File: src/rtl/sram_ctrl_pkg.sv
package sram_ctrl_pkg;

  typedef enum logic [2:0] {
    ST_IDLE,
    ST_TURN,
    ST_RD,
    ST_WSETUP,
    ST_WPULSE,
    ST_WHOLD
  } seq_state_e;

  // Whole cycles needed to cover a time in picoseconds, at least one.
  function automatic int wait_cycles(input int need_ps, input int clk_ps);
    int n;
    n = (need_ps + clk_ps - 1) / clk_ps;
    if (n < 1) n = 1;
    return n;
  endfunction

endpackage

File: src/rtl/sram_wait_timer.sv
module sram_wait_timer #(
  parameter int CNT_W = 3
) (
  input  logic             clk,
  input  logic             rst,
  input  logic             load,
  input  logic [CNT_W-1:0] load_val,
  output logic             expired
);

  logic [CNT_W-1:0] cnt;

  always_ff @(posedge clk) begin
    if (rst) begin
      cnt <= '0;
    end else if (load) begin
      cnt <= load_val;
    end else if (cnt != '0) begin
      cnt <= cnt - 1'b1;
    end
  end

  assign expired = (cnt == '0);

endmodule

File: src/rtl/sram_byte_lane.sv
module sram_byte_lane #(
  parameter int LANE_W = 8
) (
  input  logic              clk,
  input  logic              rst,
  input  logic              load,
  input  logic [LANE_W-1:0] wdata_in,
  input  logic              lane_en,
  input  logic              rd_capture,
  input  logic              wr_finish,
  input  logic [LANE_W-1:0] dq_in,
  output logic [LANE_W-1:0] dq_out,
  output logic [LANE_W-1:0] rdata
);

  // Write data is latched at acceptance and held for the whole access.
  always_ff @(posedge clk) begin
    if (rst) begin
      dq_out <= '0;
    end else if (load) begin
      dq_out <= wdata_in;
    end
  end

  // Read capture: a disabled lane returns zero; a write clears the lane.
  always_ff @(posedge clk) begin
    if (rst) begin
      rdata <= '0;
    end else if (rd_capture) begin
      rdata <= lane_en ? dq_in : '0;
    end else if (wr_finish) begin
      rdata <= '0;
    end
  end

endmodule

File: src/rtl/sram_seq_fsm.sv
module sram_seq_fsm
  import sram_ctrl_pkg::*;
#(
  parameter int ADDR_W = 19,
  parameter int LANES  = 2,
  parameter int CNT_W  = 3,
  parameter int RD_CYC = 6,
  parameter int WR_CYC = 5
) (
  input  logic              clk,
  input  logic              rst,
  input  logic              host_req,
  input  logic              host_we,
  input  logic [ADDR_W-1:0] host_addr,
  input  logic [LANES-1:0]  host_be,
  input  logic              timer_expired,
  output logic              timer_load,
  output logic [CNT_W-1:0]  timer_val,
  output logic              accept,
  output logic              rd_capture,
  output logic              wr_finish,
  output logic [LANES-1:0]  be_q,
  output logic [ADDR_W-1:0] mem_addr,
  output logic              mem_ce1_n,
  output logic              mem_ce2,
  output logic              mem_oe_n,
  output logic              mem_we_n,
  output logic [LANES-1:0]  mem_byte_n,
  output logic              mem_dq_oe,
  output logic              host_ready,
  output logic              host_idle
);

  localparam logic [CNT_W-1:0] RD_LOAD = CNT_W'(RD_CYC - 1);
  localparam logic [CNT_W-1:0] WR_LOAD = CNT_W'(WR_CYC - 1);

  seq_state_e state;
  logic       prev_rd;

  assign accept     = host_req && (state == ST_IDLE);
  assign timer_load = (accept && !host_we) || (state == ST_WSETUP);
  assign timer_val  = (state == ST_WSETUP) ? WR_LOAD : RD_LOAD;
  assign rd_capture = (state == ST_RD) && timer_expired;
  assign wr_finish  = (state == ST_WHOLD);

  always_ff @(posedge clk) begin
    if (rst) begin
      state      <= ST_IDLE;
      prev_rd    <= 1'b0;
      be_q       <= '0;
      mem_addr   <= '0;
      mem_ce1_n  <= 1'b1;
      mem_ce2    <= 1'b0;
      mem_oe_n   <= 1'b1;
      mem_we_n   <= 1'b1;
      mem_byte_n <= '1;
      mem_dq_oe  <= 1'b0;
      host_ready <= 1'b0;
      host_idle  <= 1'b1;
    end else begin
      host_ready <= 1'b0;
      case (state)
        ST_IDLE: begin
          if (host_req) begin
            mem_addr   <= host_addr;
            be_q       <= host_be;
            mem_byte_n <= ~host_be;
            host_idle  <= 1'b0;
            if (!host_we) begin
              state     <= ST_RD;
              prev_rd   <= 1'b1;
              mem_ce1_n <= 1'b0;
              mem_ce2   <= 1'b1;
              mem_oe_n  <= 1'b0;
            end else if (prev_rd) begin
              state   <= ST_TURN;
              prev_rd <= 1'b0;
            end else begin
              state     <= ST_WSETUP;
              mem_ce1_n <= 1'b0;
              mem_ce2   <= 1'b1;
            end
          end
        end
        ST_TURN: begin
          state     <= ST_WSETUP;
          mem_ce1_n <= 1'b0;
          mem_ce2   <= 1'b1;
        end
        ST_WSETUP: begin
          state     <= ST_WPULSE;
          mem_we_n  <= 1'b0;
          mem_dq_oe <= 1'b1;
        end
        ST_WPULSE: begin
          if (timer_expired) begin
            state     <= ST_WHOLD;
            mem_we_n  <= 1'b1;
            mem_dq_oe <= 1'b0;
          end
        end
        ST_WHOLD: begin
          state      <= ST_IDLE;
          mem_ce1_n  <= 1'b1;
          mem_ce2    <= 1'b0;
          mem_byte_n <= '1;
          host_ready <= 1'b1;
          host_idle  <= 1'b1;
        end
        ST_RD: begin
          if (timer_expired) begin
            state      <= ST_IDLE;
            mem_ce1_n  <= 1'b1;
            mem_ce2    <= 1'b0;
            mem_oe_n   <= 1'b1;
            mem_byte_n <= '1;
            host_ready <= 1'b1;
            host_idle  <= 1'b1;
          end
        end
        default: state <= ST_IDLE;
      endcase
    end
  end

endmodule

File: src/rtl/sram_bytelane_ctrl.sv
module sram_bytelane_ctrl #(
  parameter int ADDR_W      = 19,
  parameter int DATA_W      = 16,
  parameter int CLK_PS      = 8000,
  parameter int ACCESS_PS   = 45000,
  parameter int WE_PULSE_PS = 35000,
  localparam int LANES      = DATA_W / 8
) (
  input  logic              clk,
  input  logic              rst,
  input  logic              host_req,
  input  logic              host_we,
  input  logic [ADDR_W-1:0] host_addr,
  input  logic [DATA_W-1:0] host_wdata,
  input  logic [LANES-1:0]  host_be,
  output logic              host_idle,
  output logic              host_ready,
  output logic [DATA_W-1:0] host_rdata,
  output logic [ADDR_W-1:0] mem_addr,
  output logic              mem_ce1_n,
  output logic              mem_ce2,
  output logic              mem_oe_n,
  output logic              mem_we_n,
  output logic [LANES-1:0]  mem_byte_n,
  output logic [DATA_W-1:0] mem_dq_o,
  output logic              mem_dq_oe,
  input  logic [DATA_W-1:0] mem_dq_i
);

  localparam int LANE_W = DATA_W / LANES;
  localparam int RD_CYC = sram_ctrl_pkg::wait_cycles(ACCESS_PS, CLK_PS);
  localparam int WR_CYC = sram_ctrl_pkg::wait_cycles(WE_PULSE_PS, CLK_PS);
  localparam int MAX_CYC = (RD_CYC > WR_CYC) ? RD_CYC : WR_CYC;
  localparam int CNT_W  = $clog2(MAX_CYC + 1);

  logic             timer_load;
  logic [CNT_W-1:0] timer_val;
  logic             timer_expired;
  logic             accept;
  logic             rd_capture;
  logic             wr_finish;
  logic [LANES-1:0] be_q;

  sram_wait_timer #(.CNT_W(CNT_W)) u_timer (
    .clk      (clk),
    .rst      (rst),
    .load     (timer_load),
    .load_val (timer_val),
    .expired  (timer_expired)
  );

  sram_seq_fsm #(
    .ADDR_W (ADDR_W),
    .LANES  (LANES),
    .CNT_W  (CNT_W),
    .RD_CYC (RD_CYC),
    .WR_CYC (WR_CYC)
  ) u_seq (
    .clk           (clk),
    .rst           (rst),
    .host_req      (host_req),
    .host_we       (host_we),
    .host_addr     (host_addr),
    .host_be       (host_be),
    .timer_expired (timer_expired),
    .timer_load    (timer_load),
    .timer_val     (timer_val),
    .accept        (accept),
    .rd_capture    (rd_capture),
    .wr_finish     (wr_finish),
    .be_q          (be_q),
    .mem_addr      (mem_addr),
    .mem_ce1_n     (mem_ce1_n),
    .mem_ce2       (mem_ce2),
    .mem_oe_n      (mem_oe_n),
    .mem_we_n      (mem_we_n),
    .mem_byte_n    (mem_byte_n),
    .mem_dq_oe     (mem_dq_oe),
    .host_ready    (host_ready),
    .host_idle     (host_idle)
  );

  for (genvar g = 0; g < LANES; g++) begin : g_lane
    sram_byte_lane #(.LANE_W(LANE_W)) u_lane (
      .clk        (clk),
      .rst        (rst),
      .load       (accept),
      .wdata_in   (host_wdata[g*LANE_W +: LANE_W]),
      .lane_en    (be_q[g]),
      .rd_capture (rd_capture),
      .wr_finish  (wr_finish),
      .dq_in      (mem_dq_i[g*LANE_W +: LANE_W]),
      .dq_out     (mem_dq_o[g*LANE_W +: LANE_W]),
      .rdata      (host_rdata[g*LANE_W +: LANE_W])
    );
  end

endmodule

File: config.mk
export PLATFORM = sky130hd
export DESIGN_NAME = sram_bytelane_ctrl
export DESIGN_NICKNAME = d
export VERILOG_FILES = /design/src/rtl/sram_ctrl_pkg.sv /design/src/rtl/sram_wait_timer.sv /design/src/rtl/sram_byte_lane.sv /design/src/rtl/sram_seq_fsm.sv /design/src/rtl/sram_bytelane_ctrl.sv
export SDC_FILE = /design/constraint.sdc
export NUM_CORES = 1
export LEC_CHECK = 0
export BUFFER_PORTS_ARGS = -buffer_cell sky130_fd_sc_hd__buf_2
export CAP_MARGIN = 20
export CORE_ASPECT_RATIO = 0.7
export CORE_MARGIN = 1
export CORE_UTILIZATION = 35
export CTS_CLUSTER_DIAMETER = 50
export CTS_CLUSTER_SIZE = 40
export DETAILED_ROUTE_END_ITERATION = 7
export PLACE_DENSITY = 0.74
export SKIP_CTS_REPAIR_TIMING = 1
export SLEW_MARGIN = 20
export SYNTH_ARGS = -nofsm -noshare
export SYNTH_HDL_FRONTEND = slang
export SYNTH_SLANG_ARGS = --single-unit
File: constraint.sdc
create_clock -name clk -period 1.6 [get_ports clk]
set_input_delay 0.4 -clock clk [delete_from_list [all_inputs] [get_ports clk]]
set_output_delay 0.4 -clock clk [all_outputs]
set_load 0.01 [all_outputs]
==> results, run 1 <==
- In the routed design, unresolved DRC markers number 0.
- The synthesized design contains 0 enable-type register cells.
- The post-layout net count is 473.
- At the later pin of the worst-skew pair, clock insertion delay measures around 0.34 ns.
- STA classifies the critical path startpoint as a flip-flop.
- The leading cell type by number of instances after synthesis is sky130_fd_sc_hd__nand2_1.
- The share of total power dissipated in sequential elements is 0.424.
- Summed over all nets, the switching power comes to roughly 0.0015 W.
- The area occupied by registers is 1390 sq um.
- The internal power contribution is 0.00323 W.
- The detailed router used layers up to and including met4.
- The worst register-to-register path has a depth of 4.
- The floorplan has 25 rows.
- The leakage component of the power is around 1.7 nW.
- The sequential fraction of the synthesis area is 0.545.
- The deepest level of the CTS H-tree is 3.
- The worst register-to-register path ends at g_lane[0].u_lane.rdata[3].
- After detailed routing, the average wire length per cell comes to 12.1 um.
- For the worst setup path, the data required time is 1.88 ns.
- The biggest fanout along the worst timing path is 8.
- In the finished design, the share of the clock period the worst path needs comes to 0.991.
- The HPWL after detailed placement is ~4400 um.
- For the worst setup path, the data arrival time is 1.87 ns.
- Sorting the synthesized cells by area gives the leading types as sky130_fd_sc_hd__dfxtp_1 (55%), sky130_fd_sc_hd__nand2_1 (12%), sky130_fd_sc_hd__a21oi_1 (9.5%), sky130_fd_sc_hd__a22o_1 (5.5%), sky130_fd_sc_hd__clkbuf_1 (1.9%).
- The origin of the critical flop-to-flop path is u_seq.state[2].
- The maximum number of pins on one net before global-route repair is 22.
- TritonCTS built the clock tree.
- In the synthesized netlist, the number of instances is just under 300.
- The number of setup violations in the final report is 0.
- The finished layout holds about 500 standard cells, fillers aside.
- A synthesized cell averages 8.77 sq um.
- The clock skew is roughly 0.0057 ns.
- The proportion of netlist area held by the largest area contributor is 0.545.
- The total nets after synthesis is 348.
- The remaining max-slew budget at the tightest pin is 0.784.
- The global-route congestion overflow total is 0.
- The power density normalized to cell area is around 1300 nW/um^2.
- The wire length on met3 is 493 um.
- ~120 I/O pins were placed.
- Of the cells placed in the final design, the portion with a size suffix greater than 1 is 0.396.
- The vertical die dimension is 73.2 um.
- After detailed routing, the total wire length is 6190 um.
- The flow ran to the end, and the final reports show no timing, DRC or antenna violations.
- The iteration-0 DRC count of the detailed router is 73.
- For this block, the via count after detailed routing is between 2,000 and 2,500.
- The area of the die is ~7600 sq um.
- After detailed placement, the design holds a cell count of roughly 500.
- The worst hold path stage count is 2.
- The max-slew violation count was 0.
- From left edge to right edge, the die measures 104 um.
- The minimum setup slack among reg-to-reg paths is roughly 0.015 ns.
- The area growth from synthesis to layout is 40.4%.
- The floorplan step defined a core boundary enclosing about 6900 sq um.
- The synthesized design spends more area on one cell type than any other, namely sky130_fd_sc_hd__dfxtp_1.
- The count of nets left with antenna violations after detail routing is 0.
- The buffer type at the clock tree root is sky130_fd_sc_hd__clkbuf_8.
- The post-synth design cell area is roughly 2500 sq um.
- The effective utilization at floorplan is 0.368.
- The longest clock path from root to sink contains 2 buffers.
- Setup repair after global routing could not meet its margin everywhere.
- In the final layout, the multi-input gates occupy 1080 sq um.
- The switching power share of the total is 0.319.
- Yosys printed 0 warnings.
- The endpoint type of the worst setup path is a flip-flop.
- The kind of critical path is flip-flop to flip-flop.
- The share of synthesized flip-flops with an asynchronous set or reset is 0.
- The clock sink count is 69.
- By count the netlist is led by sky130_fd_sc_hd__nand2_1 (80), sky130_fd_sc_hd__dfxtp_1 (69), sky130_fd_sc_hd__a21oi_1 (48).
- The first detailed-routing pass ran for 5 iterations.
- In this run the worst hold path is classified as input pin to flip-flop.
- The share of total power dissipated in combinational logic is 0.266.
- The slew of the pin with the lowest slew margin is 0.324 ns.
- The number of port buffers is 116.
- Clock-pin slew was measured on the worst setup and hold paths at 0.08 ns.
- The clock share of power is 0.310.
- The top flip-flop cell by instance count after synthesis is sky130_fd_sc_hd__dfxtp_1.
- The overall power consumption is ~0.0047 W.
- The initial antenna violation count was 0.
- The post-synthesis cell type count is 35.
- The shortest clock period the worst path allows after layout is 1.59 ns.
- The global-route wire length before repair is approximately 10,000 um.
- For this run, the total global-route usage over all layers was measured as 0.168.
- The count of final hold-check violations is 0.
- The routability congestion estimate from global placement is 0.870.
- The routed length on met2 is 2660 um.
- The post-detailed-route via-to-cell ratio is 4.73.
- The detailed-route wire length on metal 1 is 2940 um.
- Fill cells in the final layout number 665.
- Clock tree synthesis inserted a total of 9 buffers.
- The hold path endpoint is g_lane[0].u_lane.rdata[4].
- Counting flops and latches in the post-synthesis netlist gives 69.
- The number of global-route vias before repair was 2,236.
- The maximum vdd drop is 589 uV.
- The startpoint identified for the worst hold timing path is mem_dq_i[4].
- The tool flagged a number of max-cap violations equal to 0.
- The maximum clock frequency is roughly 630 MHz.
- The count of antenna diodes in the layout is 0.
## state kept, by name (all words and copies together) (netlist names)
name                  count
u_seq.host_idle           1
u_seq.be_q                2
g_lane.u_lane.rdata      16
u_seq.mem_addr           19
u_seq.mem_dq_oe           1
u_seq.state               3
u_seq.mem_byte_n          2
u_seq.host_ready          1
u_seq.mem_ce2             1
u_timer.cnt               3
u_seq.prev_rd             1
u_seq.mem_ce1_n           1
u_seq.mem_oe_n            1
g_lane.u_lane.dq_out     16
u_seq.mem_we_n            1
## stage by stage
step / TNS (ns) / utilization / cell area [sq um] / setup WS (ns) / hold slack, ns
finish: 0 / 0.517 / 3560 / 0.0148 / 0.271
global placement: 0 / 0.480 / 3310 / 0.0328 / 0.438
floorplan: 0 / - / 2540 / 0.00497 / 0.437
global route: -0.585 / 0.517 / 3560 / -0.0729 / 0.248
detailed placement: -0.169 / 0.480 / 3310 / -0.0292 / 0.443
CTS: -0.572 / 0.510 / 3510 / -0.0572 / 0.255
## metal layers
| layer | GRT usage | vias up |
|---|---|---|
| met5 | 0 | - |
| met4 | 0.0571 | 0 |
| met3 | 0.0679 | 11 |
| met2 | 0.264 | 100 |
| met1 | 0.211 | 1080 |
| li1 | - | 1234 |
## worst max-delay path by stage
stage | startpoint | to | slack (ns) | depth (start not counted)
floorplan | u_timer.cnt[0] | g_lane[1].u_lane.rdata[1] | 0.005 | 8
global placement | u_seq.state[2] | g_lane[1].u_lane.rdata[1] | 0.03 | 4
detailed placement | u_timer.cnt[0] | g_lane[1].u_lane.rdata[6] | -0.03 | 6
CTS | u_timer.cnt[0] | g_lane[1].u_lane.rdata[6] | -0.06 | 6
global route | u_seq.state[2] | g_lane[0].u_lane.rdata[5] | -0.07 | 4
finish | u_seq.state[2] | g_lane[0].u_lane.rdata[3] | 0.01 | 4
## worst max-delay path: stages (launching register included)
cell                      delay [ns]
sky130_fd_sc_hd__dfxtp_2        0.32
sky130_fd_sc_hd__or3b_4         0.40
sky130_fd_sc_hd__or2_4          0.29
sky130_fd_sc_hd__nor3b_4        0.34
sky130_fd_sc_hd__a22o_1         0.18
## kinds of logic (layout without fill, tap and decap cells)
kind of cell | Yosys count | after routing | synth area share
AND/OR/NAND/NOR | 110 | 110 | 0.194
AO/OA/AOI/OAI | 81 | 81 | 0.203
flip-flops | 69 | 69 | 0.545
buffers and inverters | 26 | 156 | 0.0449
adder cells (fa/ha/maj) | 2 | 2 | 0.00987
XOR/XNOR | 1 | 1 | 0.00346
## cell type report
class                           instances  area share
Clock buffer                            9      0.0348
Multi-Input combinational cell        194       0.302
Sequential cell                        69       0.389
Timing Repair Buffer                  135       0.212
Tap cell                               94      0.0331
Inverter                                5     0.00528
Clock inverter                          7      0.0225
## cells in the final DEF (no fill, tap or decap), types with 2 or more instances in the layout
cell / n
sky130_fd_sc_hd__o2111a_1: 2
sky130_fd_sc_hd__clkinvlp_4: 2
sky130_fd_sc_hd__nand2_1: 80
sky130_fd_sc_hd__buf_12: 2
sky130_fd_sc_hd__buf_6: 2
sky130_fd_sc_hd__nand2b_1: 3
sky130_fd_sc_hd__dfxtp_1: 66
sky130_fd_sc_hd__ha_1: 2
sky130_fd_sc_hd__o21a_1: 2
sky130_fd_sc_hd__inv_6: 4
sky130_fd_sc_hd__o21ai_0: 3
sky130_fd_sc_hd__inv_1: 5
sky130_fd_sc_hd__nand3_1: 3
sky130_fd_sc_hd__buf_2: 116
sky130_fd_sc_hd__nor3b_4: 2
sky130_fd_sc_hd__nor2_1: 10
sky130_fd_sc_hd__a21oi_1: 48
sky130_fd_sc_hd__nor3_1: 3
sky130_fd_sc_hd__dfxtp_2: 3
sky130_fd_sc_hd__clkbuf_8: 9
sky130_fd_sc_hd__a2111oi_2: 2
sky130_fd_sc_hd__a22o_1: 16
sky130_fd_sc_hd__buf_4: 15
## power groups by stage
stage / combinational, W / sequential [W] / clock, W
floorplan: 0.000656 / 0.00211 / 0
global placement: 0.00118 / 0.00204 / 0
detailed placement: 0.00119 / 0.00205 / 0
CTS: 0.00119 / 0.00201 / 0.00153
global route: 0.00140 / 0.00204 / 0.00161
finish: 0.00126 / 0.00201 / 0.00147
No activity file was read; power rests on OpenSTA's default activity.
==> run 2: changes to the inputs <==
CORE_UTILIZATION = 33   (was 35)
PLACE_DENSITY = 0.71   (was 0.74)
==> run 2 against run 1 <==
  * Non-clock buffer count fell by 4
  * Via count rose by 1.6%
  * The flow now finishes with violations (negative setup slack)
  * Wire length is 3.3% higher
  * Critical endpoint is now g_lane[1].u_lane.rdata[6]
  * Clock-buffer cell count up 1
==> results, run 2 (synthesis gave the netlist of run 1 again) <==
- Run status: finished with violations (was completed).
- The final reports fail on negative setup slack.
- The final worst-path setup slack is -0.0103 ns (was 0.0148 ns).
- The startpoint of the lowest-slack hold path was mem_dq_i[6] (was mem_dq_i[4]).
- The pre-CTS setup slack is -0.0204 ns (was -0.0292 ns).
- The data required time of the worst path was 1.88 ns (about the same).
- The number of setup violations in the final report came to 1 (was 0).
- The biggest fanout along the worst timing path is 8 (unchanged).
- The DRC violation count after routing is 0 (unchanged).
- The maximum vdd drop was 670 uV (was 589 uV).
- The vertical die dimension is 75.3 um (was 73.2 um).
- The count of nets left with antenna violations after detail routing is 0 (unchanged).
- The maximum clock frequency was 621 MHz (was 631 MHz).
- The clock tree buffer depth is 2 (unchanged).
- The count of standard-cell rows is 26 (was 25).
- The nature of the critical path startpoint is a flip-flop (unchanged).
- The wire length reported by the detailed router is 6390 um (was 6190 um).
- The effective utilization at floorplan came to 0.345 (was 0.368).
- The initial antenna violation count was 0 (unchanged).
- The count of vias placed by the detailed router is 2,463 (was 2,425).
- The number of port buffers came to 116 (unchanged).
- The detailed placement HPWL was 4640 um (was 4390 um).
- The setup total negative slack is -0.0103 ns (was 0 ns).
- The internal power contribution is 0.00336 W (was 0.00323 W).
- The max-slew violation count is 0 (unchanged).
- The proportion of layout cells with a drive suffix above 1 is 0.378 (was 0.396).
- Largest registers: u_seq.mem_addr: 19 flops, g_lane.u_lane.dq_out: 16 flops, g_lane.u_lane.rdata: 16 flops (unchanged).
- Highest-count cells in the layout ignoring fill and taps: sky130_fd_sc_hd__buf_2 (116), sky130_fd_sc_hd__nand2_1 (80), sky130_fd_sc_hd__dfxtp_1 (68) (was sky130_fd_sc_hd__buf_2 (116), sky130_fd_sc_hd__nand2_1 (80), sky130_fd_sc_hd__dfxtp_1 (66)).
- The kind of critical path is flip-flop to flip-flop (unchanged).
- The clock slew seen by the registers of the worst setup and hold paths is 0.08 ns (about the same).
- The post-detailed-route via-to-cell ratio is 4.80 (was 4.73).
- The buffer type at the clock tree root is sky130_fd_sc_hd__clkbuf_8 (unchanged).
- The source of the critical timing path is u_seq.state[2] (unchanged).
- The post-layout net count is 469 (was 473).
- The arrival time at the worst endpoint came to 1.89 ns (was 1.87 ns).
- The largest register by flop count is u_seq.mem_addr (unchanged).
- The remaining max-slew budget at the tightest pin came to 0.794 (was 0.784).
- The worst min-delay path category is input pin to flip-flop (unchanged).
- The most common library cell in the layout ignoring fill and taps is sky130_fd_sc_hd__buf_2 (unchanged).
- The final worst-path cycle share is 1.01 (was 0.991).
- The area growth from synthesis to layout is 39.4% (was 40.4%).
- The number of global-route vias before repair is 2,141 (was 2,236).
- The sequential share of power is 0.421 (was 0.424).
- The routability congestion estimate from global placement is 0.824 (was 0.870).
- The iteration count of the initial detailed-routing pass is 5 (unchanged).
- The insertion delay to the later sink of the worst-skew pair is 0.34 ns (about the same).
- The number of top-level pins was 117 (unchanged).
- The flip-flop count of the largest register, all copies and words added is 19 (unchanged).
- The area of the die is 8040 sq um (was 7590 sq um).
- The clock share of power is 0.328 (was 0.310).
- The minimum setup slack among reg-to-reg paths came to -0.01 ns (was 0.01 ns).
- RSZ-0062 raised after global routing: true (unchanged).
- The endpoint type of the worst setup path is a flip-flop (unchanged).
- The count of antenna diodes in the layout was 0 (unchanged).
- The clock sink count is 69 (unchanged).
- The count of final hold-check violations is 0 (unchanged).
- The die boundary width is 107 um (was 104 um).
- The total net switching power is 0.00142 W (was 0.00152 W).
- The origin of the critical flop-to-flop path is u_seq.state[2] (unchanged).
- The total global routing track utilization is 0.161 (was 0.168).
- The power density normalized to cell area is 1350 nW/um^2 (was 1330 nW/um^2).
- The switching power share of the total is 0.297 (was 0.319).
- The CTS tree is yes (unchanged).
- The number of buffers added by the clock tree synthesis step is 9 (unchanged).
- The combinational share of power is 0.251 (was 0.266).
- The number of max-cap violations is 0 (unchanged).
- The average detailed-routed wire length per instance was 12.5 um (was 12.1 um).
- The maximum number of pins on one net before global-route repair is 22 (unchanged).
- The global-route wire length before repair is 9910 um (was 10,100 um).
- The global-route congestion overflow total is 0 (unchanged).
- The shortest clock period the worst path allows after layout is 1.61 ns (was 1.59 ns).
- The number of fill cells in the layout came to 727 (was 665).
- The placeable core region came to 7350 sq um (was 6880 sq um).
- The deepest level of the CTS H-tree was 3 (unchanged).
- The leakage component of the power was 1.66 nW (was 1.67 nW).
- The clock skew is 0.00762 ns (was 0.00567 ns).
- The iteration-0 DRC count of the detailed router came to 131 (was 73).
- The slew of the pin with the lowest slew margin was 0.301 ns (was 0.324 ns).
run 2: cell types whose count changed in the layout (fill, tap and decap cells not counted), moves of 2 or more:
cell / previous run / this run
sky130_fd_sc_hd__dfxtp_1: 66 / 68
sky130_fd_sc_hd__clkinv_2: 0 / 2
sky130_fd_sc_hd__inv_6: 4 / 0
sky130_fd_sc_hd__buf_4: 15 / 12
sky130_fd_sc_hd__dfxtp_2: 3 / 1
run 2: power groups by stage:
| stage | combinational (W) | sequential [W] | clock, W |
|---|---|---|---|
| 3_3_place_gp | 0.00115 | 0.00204 | 0 |
| 2_1_floorplan | 0.000656 | 0.00211 | 0 |
| 5_1_grt | 0.00132 | 0.00203 | 0.00169 |
| 6_report | 0.00120 | 0.00201 | 0.00156 |
| 4_1_cts | 0.00117 | 0.00201 | 0.00163 |
| 3_5_place_dp | 0.00117 | 0.00205 | 0 |
run 2: layout make-up:
| class | instances | area [sq um] | share of cell area |
|---|---|---|---|
| multi-input combinational | 194 | 1060 | 0.300 |
| tap | 98 | 123 | 0.0347 |
| sequential | 69 | 1380 | 0.392 |
| clock inverter | 6 | 86.3 | 0.0245 |
| inverter | 5 | 18.8 | 0.00532 |
| clock buffer | 10 | 138 | 0.0390 |
| timing repair buffer | 131 | 722 | 0.204 |
run 2: final timing paths:
kind,to,cells after the start
setup / recovery,g_lane[1].u_lane.rdata[6],4
setup reg to reg,g_lane[1].u_lane.rdata[6],4
hold / removal,g_lane[0].u_lane.rdata[6],2
hold reg to reg,g_lane[0].u_lane.dq_out[6],2
run 2: through the flow:
stage	power (W)	std cells	util	instance area [sq um]	hold WS [ns]
final	0.00477	513	0.480	3530	0.264
after global routing	0.00505	513	0.480	3530	0.239
after CTS	0.00482	512	0.477	3500	0.241
after detailed placement	0.00322	496	0.446	3280	0.445
after global placement	0.00319	496	0.446	3280	0.439
after floorplan	0.00277	289	-	2540	0.437
run 2: routing by layer:
layer,GRT usage,vias to the layer above,part of all wire
met5,0,-,0
met4,0.0457,0,0.0086
met3,0.0830,10,0.12
met2,0.244,114,0.42
met1,0.201,1113,0.45
li1,-,1226,-
run 2: worst max-delay path, stage by stage (launching register included):
cell and delay (ns):
sky130_fd_sc_hd__dfxtp_1 0.32, sky130_fd_sc_hd__or3b_4 0.40, sky130_fd_sc_hd__or2_4 0.27, sky130_fd_sc_hd__nor3b_4 0.35, sky130_fd_sc_hd__a22o_1 0.22
==> run 3: changes to the inputs <==
REMOVE_ABC_BUFFERS = 1   (was not set)
==> run 3 against run 2 <==
  * The run still ends with negative setup slack left
  * Sequential share of layout area barely moved
  * Worst setup slack got worse by 0.049 ns
  * Non-clock buffer count rose by 3
  * Flip-flop and latch count did not move
  * Power rose by 2.1%
  * Critical endpoint is now g_lane[1].u_lane.rdata[7]
  * Die area did not move
  * Sequential power barely moved
==> results, run 3 (synthesis gave the netlist of run 1 again) <==
- The worst hold path stage count was 2 (unchanged).
- The count of placed standard cells including taps was 497 (was 496).
- The maximum number of pins on one net before global-route repair was 26 (was 22).
- The fraction of met1 tracks used by global routing is 0.196 (was 0.201).
- The number of cells on the worst reg-to-reg path is 4 (unchanged).
- The number of global-route vias before repair is 2,187 (was 2,141).
- The CTS tree was yes (unchanged).
- The most common library cell in the layout ignoring fill and taps is sky130_fd_sc_hd__buf_2 (unchanged).
- RSZ-0062 raised after global routing: true (unchanged).
- The vertical die dimension is 75.3 um (unchanged).
- The delay of the slowest cell on the worst path is 0.41 ns (was 0.40 ns).
- The shortest clock period the worst path allows after layout came to 1.66 ns (was 1.61 ns).
- The insertion delay to the later sink of the worst-skew pair is 0.34 ns (about the same).
- The area of the die is 8040 sq um (unchanged).
- The remaining max-slew budget at the tightest pin is 0.763 (was 0.794).
- The count of standard-cell rows is 26 (unchanged).
- The post-detailed-route via-to-cell ratio came to 4.71 (was 4.80).
- The met2 capacity usage during global routing is 0.262 (was 0.244).
- The max-slew violation count is 0 (unchanged).
- The endpoint type of the worst setup path is a flip-flop (unchanged).
- The area growth from synthesis to layout came to 39.6% (was 39.4%).
- The average detailed-routed wire length per instance is 12.7 um (was 12.5 um).
- The detailed placement HPWL is 4850 um (was 4640 um).
- The count of vias placed by the detailed router is 2,428 (was 2,463).
- Violations in the final reports: negative setup slack (unchanged).
- The global-route wire length before repair was 9970 um (was 9910 um).
- The sequential share of power is 0.413 (was 0.421).
- The total global routing track utilization is 0.159 (was 0.161).
- The iteration count of the initial detailed-routing pass is 4 (was 5).
- The post-route worst hold slack is 0.263 ns (was 0.264 ns).
- The nature of the critical path startpoint is a flip-flop (unchanged).
- The leakage component of the power came to 1.66 nW (about the same).
- The clock sink count is 69 (unchanged).
- The global-route congestion overflow total is 0 (unchanged).
- The buffer type at the clock tree root is sky130_fd_sc_hd__clkbuf_8 (unchanged).
- The proportion of layout cells with a drive suffix above 1 is 0.392 (was 0.378).
- The internal power contribution came to 0.00337 W (was 0.00336 W).
- The final worst-path setup slack is -0.0589 ns (was -0.0103 ns).
- The maximum vdd drop is 717 uV (was 670 uV).
- The placeable core region is 7350 sq um (unchanged).
- The total net switching power came to 0.00150 W (was 0.00142 W).
- The biggest fanout along the worst timing path came to 8 (unchanged).
- The arrival time at the worst endpoint was 1.94 ns (was 1.89 ns).
- The worst min-delay path category is input pin to flip-flop (unchanged).
- The final instance count without filler cells is 516 (was 513).
- The switching power share of the total is 0.308 (was 0.297).
- The die boundary width is 107 um (unchanged).
- The flip-flop count of the largest register, all copies and words added is 19 (unchanged).
- The area of placed instances is 3260 sq um (was 3280 sq um).
- The clock tree buffer depth came to 2 (unchanged).
- Chain of cells forming the critical path: or3b_4 > or2_4 > nor3b_4 > a22o_1 (unchanged).
- Largest registers: u_seq.mem_addr: 19 flops, g_lane.u_lane.dq_out: 16 flops, g_lane.u_lane.rdata: 16 flops (unchanged).
- The routing layer with the top usage in global route was met2 (unchanged).
- The routability congestion estimate from global placement is 0.773 (was 0.824).
- Highest-count cells in the layout ignoring fill and taps: sky130_fd_sc_hd__buf_2 (116), sky130_fd_sc_hd__nand2_1 (80), sky130_fd_sc_hd__dfxtp_1 (67) (was sky130_fd_sc_hd__buf_2 (116), sky130_fd_sc_hd__nand2_1 (80), sky130_fd_sc_hd__dfxtp_1 (68)).
- The largest register by flop count is u_seq.mem_addr (unchanged).
- The count of antenna diodes in the layout is 0 (unchanged).
- The global routing met3 resource utilization was 0.0701 (was 0.0830).
- The DRC violation count after routing is 0 (unchanged).
- The count of nets left with antenna violations after detail routing is 0 (unchanged).
- The number of setup violations in the final report is 8 (was 1).
- The effective utilization at floorplan was 0.345 (unchanged).
- The iteration-0 DRC count of the detailed router is 129 (was 131).
- The number of top-level pins is 117 (unchanged).
- The pre-CTS setup slack is -0.0767 ns (was -0.0204 ns).
- The wire length reported by the detailed router is 6560 um (was 6390 um).
- The initial antenna violation count is 0 (unchanged).
- The kind of critical path is flip-flop to flip-flop (unchanged).
- The clock slew seen by the registers of the worst setup and hold paths was 0.08 ns (about the same).
- The number of max-cap violations is 0 (unchanged).
- The maximum clock frequency came to 603 MHz (was 621 MHz).
- The final standard cell area without fillers is 3540 sq um (was 3530 sq um).
- The deepest level of the CTS H-tree came to 3 (unchanged).
- The final worst-path cycle share is 1.04 (was 1.01).
- The count of final hold-check violations is 0 (unchanged).
- Run status: finished with violations (unchanged).
- The number of port buffers is 116 (unchanged).
- The data required time of the worst path came to 1.89 ns (was 1.88 ns).
- The power density normalized to cell area came to 1380 nW/um^2 (was 1350 nW/um^2).
- The post-layout net count is 472 (was 469).
- The combinational share of power is 0.255 (was 0.251).
- The clock share of power came to 0.331 (was 0.328).
- The clock skew is 0.00817 ns (was 0.00762 ns).
- The utilization after layout is 0.481 (was 0.480).
- The slew of the pin with the lowest slew margin is 0.347 ns (was 0.301 ns).
- The number of buffers added by the clock tree synthesis step was 9 (unchanged).
- The cell type of the slowest stage on the worst timing path was sky130_fd_sc_hd__or3b_4 (unchanged).
==> run 3: power by group through the flow <==
stage | registers (W) | logic, W | clock network, W
6_report | 0.00201 | 0.00125 | 0.00161
3_3_place_gp | 0.00205 | 0.00114 | 0
3_5_place_dp | 0.00205 | 0.00117 | 0
2_1_floorplan | 0.00213 | 0.000555 | 0
4_1_cts | 0.00201 | 0.00118 | 0.00167
5_1_grt | 0.00204 | 0.00138 | 0.00174
==> run 3: stage by stage <==
step,power [W],setup TNS (ns)
5_1_grt,0.00516,-2.05
2_1_floorplan,0.00268,-31.21
3_5_place_dp,0.00322,-0.859
6_report,0.00487,-0.397
4_1_cts,0.00487,-1.58
3_3_place_gp,0.00318,-0.103
==> run 3: routing by layer <==
metal,vias to the layer above,share of wire
li1,1229,-
met1,1088,0.45
met2,103,0.45
met3,8,0.094
met4,0,0.0053
met5,-,0
==> run 3: layout make-up <==
| class | instances | area, sq um |
|---|---|---|
| multi-input cells | 194 | 1060 |
| clock buffers | 9 | 124 |
| well taps | 98 | 123 |
| clock inverters | 7 | 105 |
| fillers | 722 | 3810 |
| repair buffers | 134 | 719 |
| inverters | 5 | 18.8 |
| flip-flops and latches | 69 | 1380 |
==> run 3: path summary, 6_finish.rpt <==
path                          start                   endpoint  slack (ns)
setup / recovery     u_seq.state[2]  g_lane[1].u_lane.rdata[7]       -0.06
hold / removal          mem_dq_i[7]  g_lane[0].u_lane.rdata[7]        0.26
setup reg to reg     u_seq.state[2]  g_lane[1].u_lane.rdata[7]       -0.06
hold reg to reg   u_seq.mem_addr[5]          u_seq.mem_addr[5]        0.45
==> run 3: worst max-delay path: cells and delay by family, from the launching register on <==
| family | cells | cell delay, ns |
|---|---|---|
| flops | 1 | 0.33 |
| compound gates | 1 | 0.21 |
| simple gates | 3 | 1.06 |
